**src/rtl/wdog_pkg.sv**
```systemverilog
`timescale 1ns/1ps
package wdog_pkg;

  typedef enum logic [1:0] {
    ST_STARTUP = 2'd0,
    ST_NORMAL  = 2'd1,
    ST_EXPIRED = 2'd2
  } wdState_t;

  // Strobes from control to datapath
  typedef struct packed {
    logic clear;     // zero the tick count this cycle
    logic advance;   // count this cycle if a tick is present
    logic useNormal; // compare against the short window
  } wdStrobe_t;

endpackage

```
**src/rtl/wdog_datapath.sv**
```systemverilog
`timescale 1ns/1ps
module wdog_datapath
  import wdog_pkg::*;
#(
  parameter int START_TICKS  = 35000,
  parameter int NORMAL_TICKS = 1120,
  parameter int SYNC_STAGES  = 2,
  localparam int CNT_W = $clog2(START_TICKS + 1)
) (
  input  logic             clk,
  input  logic             rstN,
  input  logic             heartbeat,
  input  logic             tick,
  input  wdStrobe_t        strobe,
  output logic             kick,
  output logic             atLimit,
  output logic [CNT_W-1:0] count
);

  localparam logic [CNT_W-1:0] START_LIM  = CNT_W'(START_TICKS);
  localparam logic [CNT_W-1:0] NORMAL_LIM = CNT_W'(NORMAL_TICKS);

  logic [SYNC_STAGES-1:0] syncChain;
  logic                   hbDelayed;
  logic [CNT_W-1:0]       limitSel;

  // Synchroniser: one flop per stage
  generate
    for (genvar s = 0; s < SYNC_STAGES; s++) begin : g_sync
      if (s == 0) begin : g_first
        always_ff @(posedge clk or negedge rstN)
          if (!rstN) syncChain[0] <= 1'b0;
          else       syncChain[0] <= heartbeat;
      end else begin : g_next
        always_ff @(posedge clk or negedge rstN)
          if (!rstN) syncChain[s] <= 1'b0;
          else       syncChain[s] <= syncChain[s-1];
      end
    end
  endgenerate

  always_ff @(posedge clk or negedge rstN)
    if (!rstN) hbDelayed <= 1'b0;
    else       hbDelayed <= syncChain[SYNC_STAGES-1];

  // Either polarity of transition is a kick
  assign kick = syncChain[SYNC_STAGES-1] ^ hbDelayed;

  assign limitSel = strobe.useNormal ? NORMAL_LIM : START_LIM;
  assign atLimit  = (count >= limitSel);

  always_ff @(posedge clk or negedge rstN) begin
    if (!rstN)                         count <= '0;
    else if (strobe.clear)             count <= '0;
    else if (strobe.advance && tick)   count <= count + CNT_W'(1);
  end

endmodule

```
**src/rtl/wdog_control.sv**
```systemverilog
`timescale 1ns/1ps
module wdog_control
  import wdog_pkg::*;
(
  input  logic      clk,
  input  logic      rstN,
  input  logic      enable,
  input  logic      resetActive,
  input  logic      resetEvent,
  input  logic      kick,
  input  logic      atLimit,
  output wdStrobe_t strobe,
  output logic      expirePulse,
  output logic      startupMode
);

  wdState_t state, stateNext;
  logic     expireNext;
  logic     armed;

  assign armed = enable && !resetActive;

  always_comb begin
    stateNext        = state;
    expireNext       = 1'b0;
    strobe.clear     = 1'b0;
    strobe.advance   = 1'b0;
    strobe.useNormal = (state == ST_NORMAL);
    if (resetEvent) begin
      stateNext    = ST_STARTUP;
      strobe.clear = 1'b1;
    end else begin
      case (state)
        ST_STARTUP, ST_NORMAL: begin
          if (!armed) begin
            strobe.clear = 1'b1;
          end else if (kick) begin
            strobe.clear = 1'b1;
            stateNext    = ST_NORMAL;
          end else if (atLimit) begin
            strobe.clear = 1'b1;
            expireNext   = 1'b1;
            stateNext    = ST_EXPIRED;
          end else begin
            strobe.advance = 1'b1;
          end
        end
        default: begin
          strobe.clear = 1'b1;
        end
      endcase
    end
  end

  always_ff @(posedge clk or negedge rstN) begin
    if (!rstN) begin
      state       <= ST_STARTUP;
      expirePulse <= 1'b0;
    end else begin
      state       <= stateNext;
      expirePulse <= expireNext;
    end
  end

  assign startupMode = (state != ST_NORMAL);

endmodule

```
**src/rtl/dual_window_watchdog.sv**
```systemverilog
`timescale 1ns/1ps
module dual_window_watchdog
  import wdog_pkg::*;
#(
  parameter int START_TICKS  = 35000,
  parameter int NORMAL_TICKS = 1120,
  parameter int SYNC_STAGES  = 2,
  localparam int CNT_W = $clog2(START_TICKS + 1)
) (
  input  logic clk,
  input  logic rstN,
  input  logic tick,
  input  logic heartbeat,
  input  logic enable,
  input  logic resetActive,
  input  logic resetEvent,
  output logic expirePulse,
  output logic startupMode
);

  wdStrobe_t        strobe;
  logic             kick;
  logic             atLimit;
  logic [CNT_W-1:0] count;

  wdog_datapath #(
    .START_TICKS (START_TICKS),
    .NORMAL_TICKS(NORMAL_TICKS),
    .SYNC_STAGES (SYNC_STAGES)
  ) uDatapath (
    .clk      (clk),
    .rstN     (rstN),
    .heartbeat(heartbeat),
    .tick     (tick),
    .strobe   (strobe),
    .kick     (kick),
    .atLimit  (atLimit),
    .count    (count)
  );

  wdog_control uControl (
    .clk        (clk),
    .rstN       (rstN),
    .enable     (enable),
    .resetActive(resetActive),
    .resetEvent (resetEvent),
    .kick       (kick),
    .atLimit    (atLimit),
    .strobe     (strobe),
    .expirePulse(expirePulse),
    .startupMode(startupMode)
  );

endmodule

```
**config.mk**
```make
export PLATFORM = sky130hd
export DESIGN_NAME = dual_window_watchdog
export DESIGN_NICKNAME = d
export VERILOG_FILES = /design/src/rtl/wdog_pkg.sv /design/src/rtl/wdog_datapath.sv /design/src/rtl/wdog_control.sv /design/src/rtl/dual_window_watchdog.sv
export SDC_FILE = /design/constraint.sdc
export NUM_CORES = 1
export LEC_CHECK = 0
export CAP_MARGIN = 0
export CORE_ASPECT_RATIO = 2
export CORE_UTILIZATION = 50
export CTS_BUF_LIST = sky130_fd_sc_hd__clkbuf_4
export CTS_CLUSTER_SIZE = 8
export DETAILED_ROUTE_END_ITERATION = 10
export HOLD_SLACK_MARGIN = 0.02
export PLACE_DENSITY_LB_ADDON = 0.25
export REMOVE_ABC_BUFFERS = 1
export SLEW_MARGIN = 20
export SYNTH_ARGS = -nofsm -noshare
export SYNTH_HDL_FRONTEND = slang
export SYNTH_HIERARCHICAL = 1
export SYNTH_SLANG_ARGS = --single-unit
```
**constraint.sdc**
```tcl
create_clock -name clk -period 4.05 [get_ports clk]
set_input_delay 0.6075 -clock clk [delete_from_list [all_inputs] [get_ports clk]]
set_output_delay 0.6075 -clock clk [all_outputs]
set_load 0.03 [all_outputs]
```
After elaboration in Yosys (flattened, before gate mapping)
Cells that the tools add are included.
{"block": "op_classes", "add_sub_neg": 1, "order_cmp": 1, "n_eq_ne": 2, "n_mux": 22, "bitwise_logic": 1, "n_reduce_logical": 10}
{"operator": "16-bit 2-to-1 mux", "count": 3}
{"operator": "16-bit by 1-bit adder with 16-bit output (second input constant)", "count": 1}
{"operator": "16-bit greater-or-equal comparator", "count": 1}
{"operator": "1-bit 2-to-1 mux", "count": 14}
{"operator": "2-bit 2-to-1 mux", "count": 5}
{"operator": "2-bit nonzero test", "count": 3}
{"operator": "3-bit AND reduction", "count": 1}
{"operator": "3-bit nonzero test", "count": 1}
{"operator": "2-bit by 1-bit == test with 1-bit output (second input constant)", "count": 1}
{"operator": "1-bit logical AND", "count": 2}
{"operator": "2-bit zero test", "count": 1}
{"operator": "2-bit by 1-bit inequality test with 1-bit output (second input constant)", "count": 1}
{"operator": "2-bit OR reduction", "count": 1}
{"operator": "1-bit zero test", "count": 1}
{"operator": "1-bit bitwise XOR", "count": 1}
{"block": "word_totals", "regBits": 22, "output_inout_bits": 2, "wordCells": 43}

Logic depth before layout (Yosys ltp)
{"block": "depth", "depth_word": 11, "ltp_mapped": 12, "mapped_depth_nobuf": 12}

By module
Netlist, hierarchy kept.
{"mod": "wdog_datapath", "instances": 1, "cells_each": 113, "area_per_inst_um2": 1141.1, "seq_area_each_um2": 475.5}
{"mod": "wdog_control", "instances": 1, "cells_each": 16, "area_per_inst_um2": 167.7, "seq_area_each_um2": 75.1}

Least setup slack after synthesis
No wires, ideal clock.
{"block": "synth_timing", "path_type": "register to register", "from": "register uControl.state[1]", "to": "register uDatapath.count[13]", "arrival_ns": 3.306, "required_ns": 3.925, "path_slack_ns": 0.619, "path_stages_with_launch": 12, "path_buffers": 0, "synth_period_minus_slack_ns": 3.431, "cell_sequence": "dfrtp_1 > nor2b_1 > inv_1 > ha_1 > a31o_2 > a211oi_1 > o21ai_0 > nor4_1 > nand4_2 > nor4_4 > nand3_1 > mux2_4"}
{"element": "from (decl)", "line": "wdog_control.sv:17", "source": "wdState_t state, stateNext;"}
{"element": "from (signal assigned)", "line": "wdog_control.sv:60", "source": "state <= stateNext;"}
{"element": "to (signal assigned)", "line": "wdog_datapath.sv:55", "source": "else if (strobe.advance && tick) count <= count + CNT_W'(1);"}
{"element": "to (decl)", "line": "wdog_datapath.sv:17", "source": "output logic [CNT_W-1:0] count"}

==> flow_results.xml <==
<?xml version="1.0" encoding="UTF-8"?>
<metrics>
  <group name="run_status">
    <metric name="status" unit="">complete, no violations</metric>
  </group>
  <group name="timing">
    <metric name="report.final.setup_viol" unit="">0</metric>
    <metric name="skew" unit="ns">0.00212</metric>
    <metric name="slew_headroom" unit="">0.563</metric>
    <metric name="number_of_max_slew_violations_in_the_final_report" unit="">0</metric>
    <metric name="finalCritPeriodShare" unit="">0.902</metric>
    <metric name="worst_pin_slew" unit="ns">0.655</metric>
    <metric name="grt_setup_unrepaired" unit="">no</metric>
    <metric name="fmax" unit="MHz">274</metric>
    <metric name="final.min_clock_period" unit="ns">3.65</metric>
    <metric name="final.setup.tns" unit="ns">0</metric>
    <metric name="hold_violations" unit="">0</metric>
  </group>
  <group name="worst_setup_path">
    <metric name="required" unit="ns">4.26</metric>
    <metric name="sequence_of_cells_on_the_critical_path" unit="">nor2b_1 -&gt; inv_1 -&gt; ha_1 -&gt; a31o_2 -&gt; a211oi_1 -&gt; o21ai_0 -&gt; nor4_1 -&gt; buf_4 -&gt; nand4_2 -&gt; nor4_4 -&gt; nand3_1 -&gt; mux2_4</metric>
    <metric name="worstSetupStartpointType" unit="">register</metric>
    <metric name="endpoint_kind" unit="">register</metric>
    <metric name="cp_slowest_cell" unit="">dfrtp_1</metric>
    <metric name="critical_path.top_delay_family" unit="">simple AND/OR/NAND/NOR gates</metric>
    <metric name="worstPathBufferInverterCount" unit="">2</metric>
    <metric name="critPathMaxFanout" unit="">6</metric>
    <metric name="arrival_worst_endpoint" unit="ns">3.86</metric>
    <metric name="critical-path-max-stage-delay" unit="ns">0.42</metric>
    <metric name="path_class" unit="">register to register</metric>
  </group>
  <group name="floorplanning">
    <metric name="floorplan.initialDensity" unit="">0.543</metric>
    <metric name="placeableCoreArea" unit="um2">2410</metric>
    <metric name="placement_rows" unit="">25</metric>
    <metric name="chipHeight" unit="um">74.4</metric>
    <metric name="die_width" unit="um">38.2</metric>
    <metric name="floorplan.io_pins" unit="">9</metric>
    <metric name="die_area" unit="um2">2840</metric>
  </group>
  <group name="detailed_routing">
    <metric name="totalWireLength" unit="um">2550</metric>
    <metric name="antenna_violating_nets_post_route" unit="">0</metric>
    <metric name="post_drt_wl_per_cell" unit="um">15.3</metric>
    <metric name="routed-wl-met3" unit="um">55</metric>
    <metric name="drt_iter0_markers" unit="">31</metric>
    <metric name="num_vias" unit="">979</metric>
    <metric name="post_drt_via_cell_ratio" unit="">5.86</metric>
    <metric name="drt_first_pass_iters" unit="">4</metric>
    <metric name="met2_wirelength_from_detailed_routing" unit="um">1420</metric>
    <metric name="wl_met1" unit="um">989</metric>
    <metric name="route.top_layer_used" unit="">met4</metric>
    <metric name="drcViolationCount" unit="">0</metric>
  </group>
  <group name="clocking">
    <metric name="cts_repair_resize_count" unit="">0</metric>
    <metric name="h-tree-depth" unit="">1</metric>
    <metric name="cts.path.max_buffers" unit="">2</metric>
    <metric name="cts.sinks" unit="">22</metric>
    <metric name="clock_insertion_delay_worst_skew" unit="ns">0.31</metric>
    <metric name="clock_tree_from_tritoncts" unit="">built</metric>
    <metric name="numCtsBuffers" unit="">3</metric>
    <metric name="clock_tree.root_cell" unit="">clkbuf_4</metric>
    <metric name="holdBufCountCts" unit="">0</metric>
    <metric name="clk_transition_reported_paths" unit="ns">0.12</metric>
    <metric name="post_cts_buffers" unit="">0</metric>
  </group>
  <group name="cells_and_area">
    <metric name="most_common_library_cell_in_the_layout_ignoring_fill_and_taps" unit="">dfrtp_1</metric>
    <metric name="finish.net_count" unit="">157</metric>
    <metric name="layout.core_utilization" unit="">0.598</metric>
    <metric name="syn_to_final_growth" unit="%">10.0</metric>
    <metric name="antennaDiodeCount" unit="">0</metric>
    <metric name="final_layout_size_suffix_gt1_frac" unit="">0.129</metric>
    <metric name="design_area" unit="um2">1440</metric>
    <metric name="commonest_cells_after_routing_fill_and_taps_aside" unit="">dfrtp_1, nor2_1, inv_1, ha_1, xnor2_1</metric>
    <metric name="finish.cell_count_without_fillers" unit="">167</metric>
    <metric name="filler_cell_count" unit="">208</metric>
  </group>
  <group name="yosys">
    <metric name="sequential_cell_area_fraction_in_the_yosys_report" unit="">0.421</metric>
    <metric name="synth-seq-cells" unit="">22</metric>
    <metric name="synth_cells" unit="">129</metric>
    <metric name="syn-cell-area" unit="um2">1310</metric>
    <metric name="syn_warnings" unit="">6</metric>
    <metric name="yosysUniqueCellTypes" unit="">37</metric>
    <metric name="post_synth.cell_area_avg" unit="um2">10.1</metric>
  </group>
  <group name="hold_path">
    <metric name="holdCritPathClass" unit="">primary input to asynchronous set/reset pin</metric>
  </group>
  <group name="placed_design">
    <metric name="placed_cell_area" unit="um2">1420</metric>
    <metric name="place_congestion" unit="">0.832</metric>
    <metric name="place.detailed.hpwl" unit="um">1950</metric>
    <metric name="placed_cells" unit="">163</metric>
    <metric name="place.port_buffers" unit="">8</metric>
  </group>
  <group name="global_route">
    <metric name="grt_first_pass_wirelength" unit="um">4280</metric>
    <metric name="grt-ovfl-total" unit="">0</metric>
    <metric name="first_global_vias" unit="">1030</metric>
    <metric name="grt.total_usage" unit="">0.216</metric>
    <metric name="grt_start_max_net_pins" unit="">23</metric>
    <metric name="antenna_found_initial" unit="">0</metric>
  </group>
  <group name="job">
    <metric name="maxCapViolations" unit="">0</metric>
  </group>
  <group name="pwr">
    <metric name="power_per_cell_area" unit="nW/um2">246</metric>
    <metric name="leakage" unit="uW">0.000616</metric>
    <metric name="worst_voltage_drop_across_the_vdd_grid" unit="mV">0.202</metric>
  </group>
</metrics>
-- registers in the layout (all words and copies together), names as in the netlist --
| name | count |
|---|---|
| uControl/state | 2 |
| uDatapath/count | 16 |
| uControl/expirePulse | 1 |
| uDatapath/hbDelayed | 1 |
| uDatapath/syncChain | 2 |
-- report_power, final --
| group | switching, uW | internal, uW |
|---|---|---|
| clock network | 65.8 | 36.0 |
| registers | 0.935 | 222 |
| logic | 18.2 | 12.0 |
| total | 84.9 | 270 |
-- through the flow --
step	hold WS [ns]	setup slack [ns]	power, uW
floorplan	0.312	0.619	241
global placement	0.340	0.546	256
detailed placement	0.342	0.394	258
CTS	0.378	0.359	360
global route	0.258	0.0750	373
finish	0.242	0.396	355
-- Yosys cell counts --
library cell  number  area [um2]
nor2_1            16        60.1
buf_4              1        7.51
and3_1             2        12.5
o32ai_1            1        8.76
dfrtp_1           22         551
and2b_1            1        7.51
or3_2              1        7.51
nor4_2             1        12.5
nor3_1             3        15.0
o211ai_1           1        7.51
o21ai_0            2        10.0
nand2_1            6        22.5
nand4_4            1        21.3
nand4bb_1          1        11.3
nand3b_1           1        7.51
xnor2_1            8        70.1
a21oi_1            7        35.0
mux2_4             2        30.0
xor2_1             3        26.3
nand4_2            1        12.5
or3b_1             1        8.76
ha_1               9         113
a211oi_1           1        7.51
and4bb_2           1        12.5
clkbuf_1           1        3.75
nor4b_1            1        8.76
or4_1              2        15.0
nand4_1            2        12.5
nand3_4            1        17.5
and3_2             1        7.51
a31o_2             3        26.3
inv_1              9        33.8
nand2b_1           3        18.8
nor4_1             3        18.8
nor4_4             1        21.3
nor2b_1            2        12.5
nand3_1            7        35.0
-- logic make-up (layout without fill, tap and decap cells) --
kind of cell	after synthesis	count (layout)	synth area share
flops	22	22	0.421
mux	2	2	0.0229
buf+inv	11	22	0.0344
fa+ha+maj	9	9	0.0860
compound gates	15	15	0.0727
simple gates	59	59	0.290
xor+xnor	11	11	0.0736
-- layout make-up --
class / instances / area, um2 / share of cell area
flip-flops and latches: 22 / 551 / 0.382
clock buffers: 3 / 22.5 / 0.0156
inverters: 9 / 33.8 / 0.0235
multi-input cells: 96 / 713 / 0.495
clock inverters: 1 / 3.75 / 0.00261
repair buffers: 9 / 82.6 / 0.0573
well taps: 27 / 33.8 / 0.0235
-- layer usage --
metal / up-vias / global-route usage
li1: 481 / -
met1: 470 / 0.215
met2: 20 / 0.392
met3: 8 / 0.0358
met4: 0 / 0.131
met5: - / 0
-- worst paths after layout --
path / from / endpoint / slack, ns / depth (start not counted)
min in group clk: uDatapath/syncChain[0]$_DFF_PN0_ / uDatapath/syncChain[1]$_DFF_PN0_ / 0.37 / 0
setup / recovery: uControl/state[1]$_DFFE_PN0P_ / uDatapath/count[15]$_DFFE_PN0P_ / 0.40 / 12
max in group asynchronous: rstN / uControl/state[0]$_DFFE_PN0P_ / 3.48 / 1
hold reg to reg: uDatapath/syncChain[0]$_DFF_PN0_ / uDatapath/syncChain[1]$_DFF_PN0_ / 0.37 / 0
setup reg to reg: uControl/state[1]$_DFFE_PN0P_ / uDatapath/count[15]$_DFFE_PN0P_ / 0.40 / 12
hold / removal: rstN / uDatapath/count[15]$_DFFE_PN0P_ / 0.24 / 1
Power figures use the tool's default switching activity.
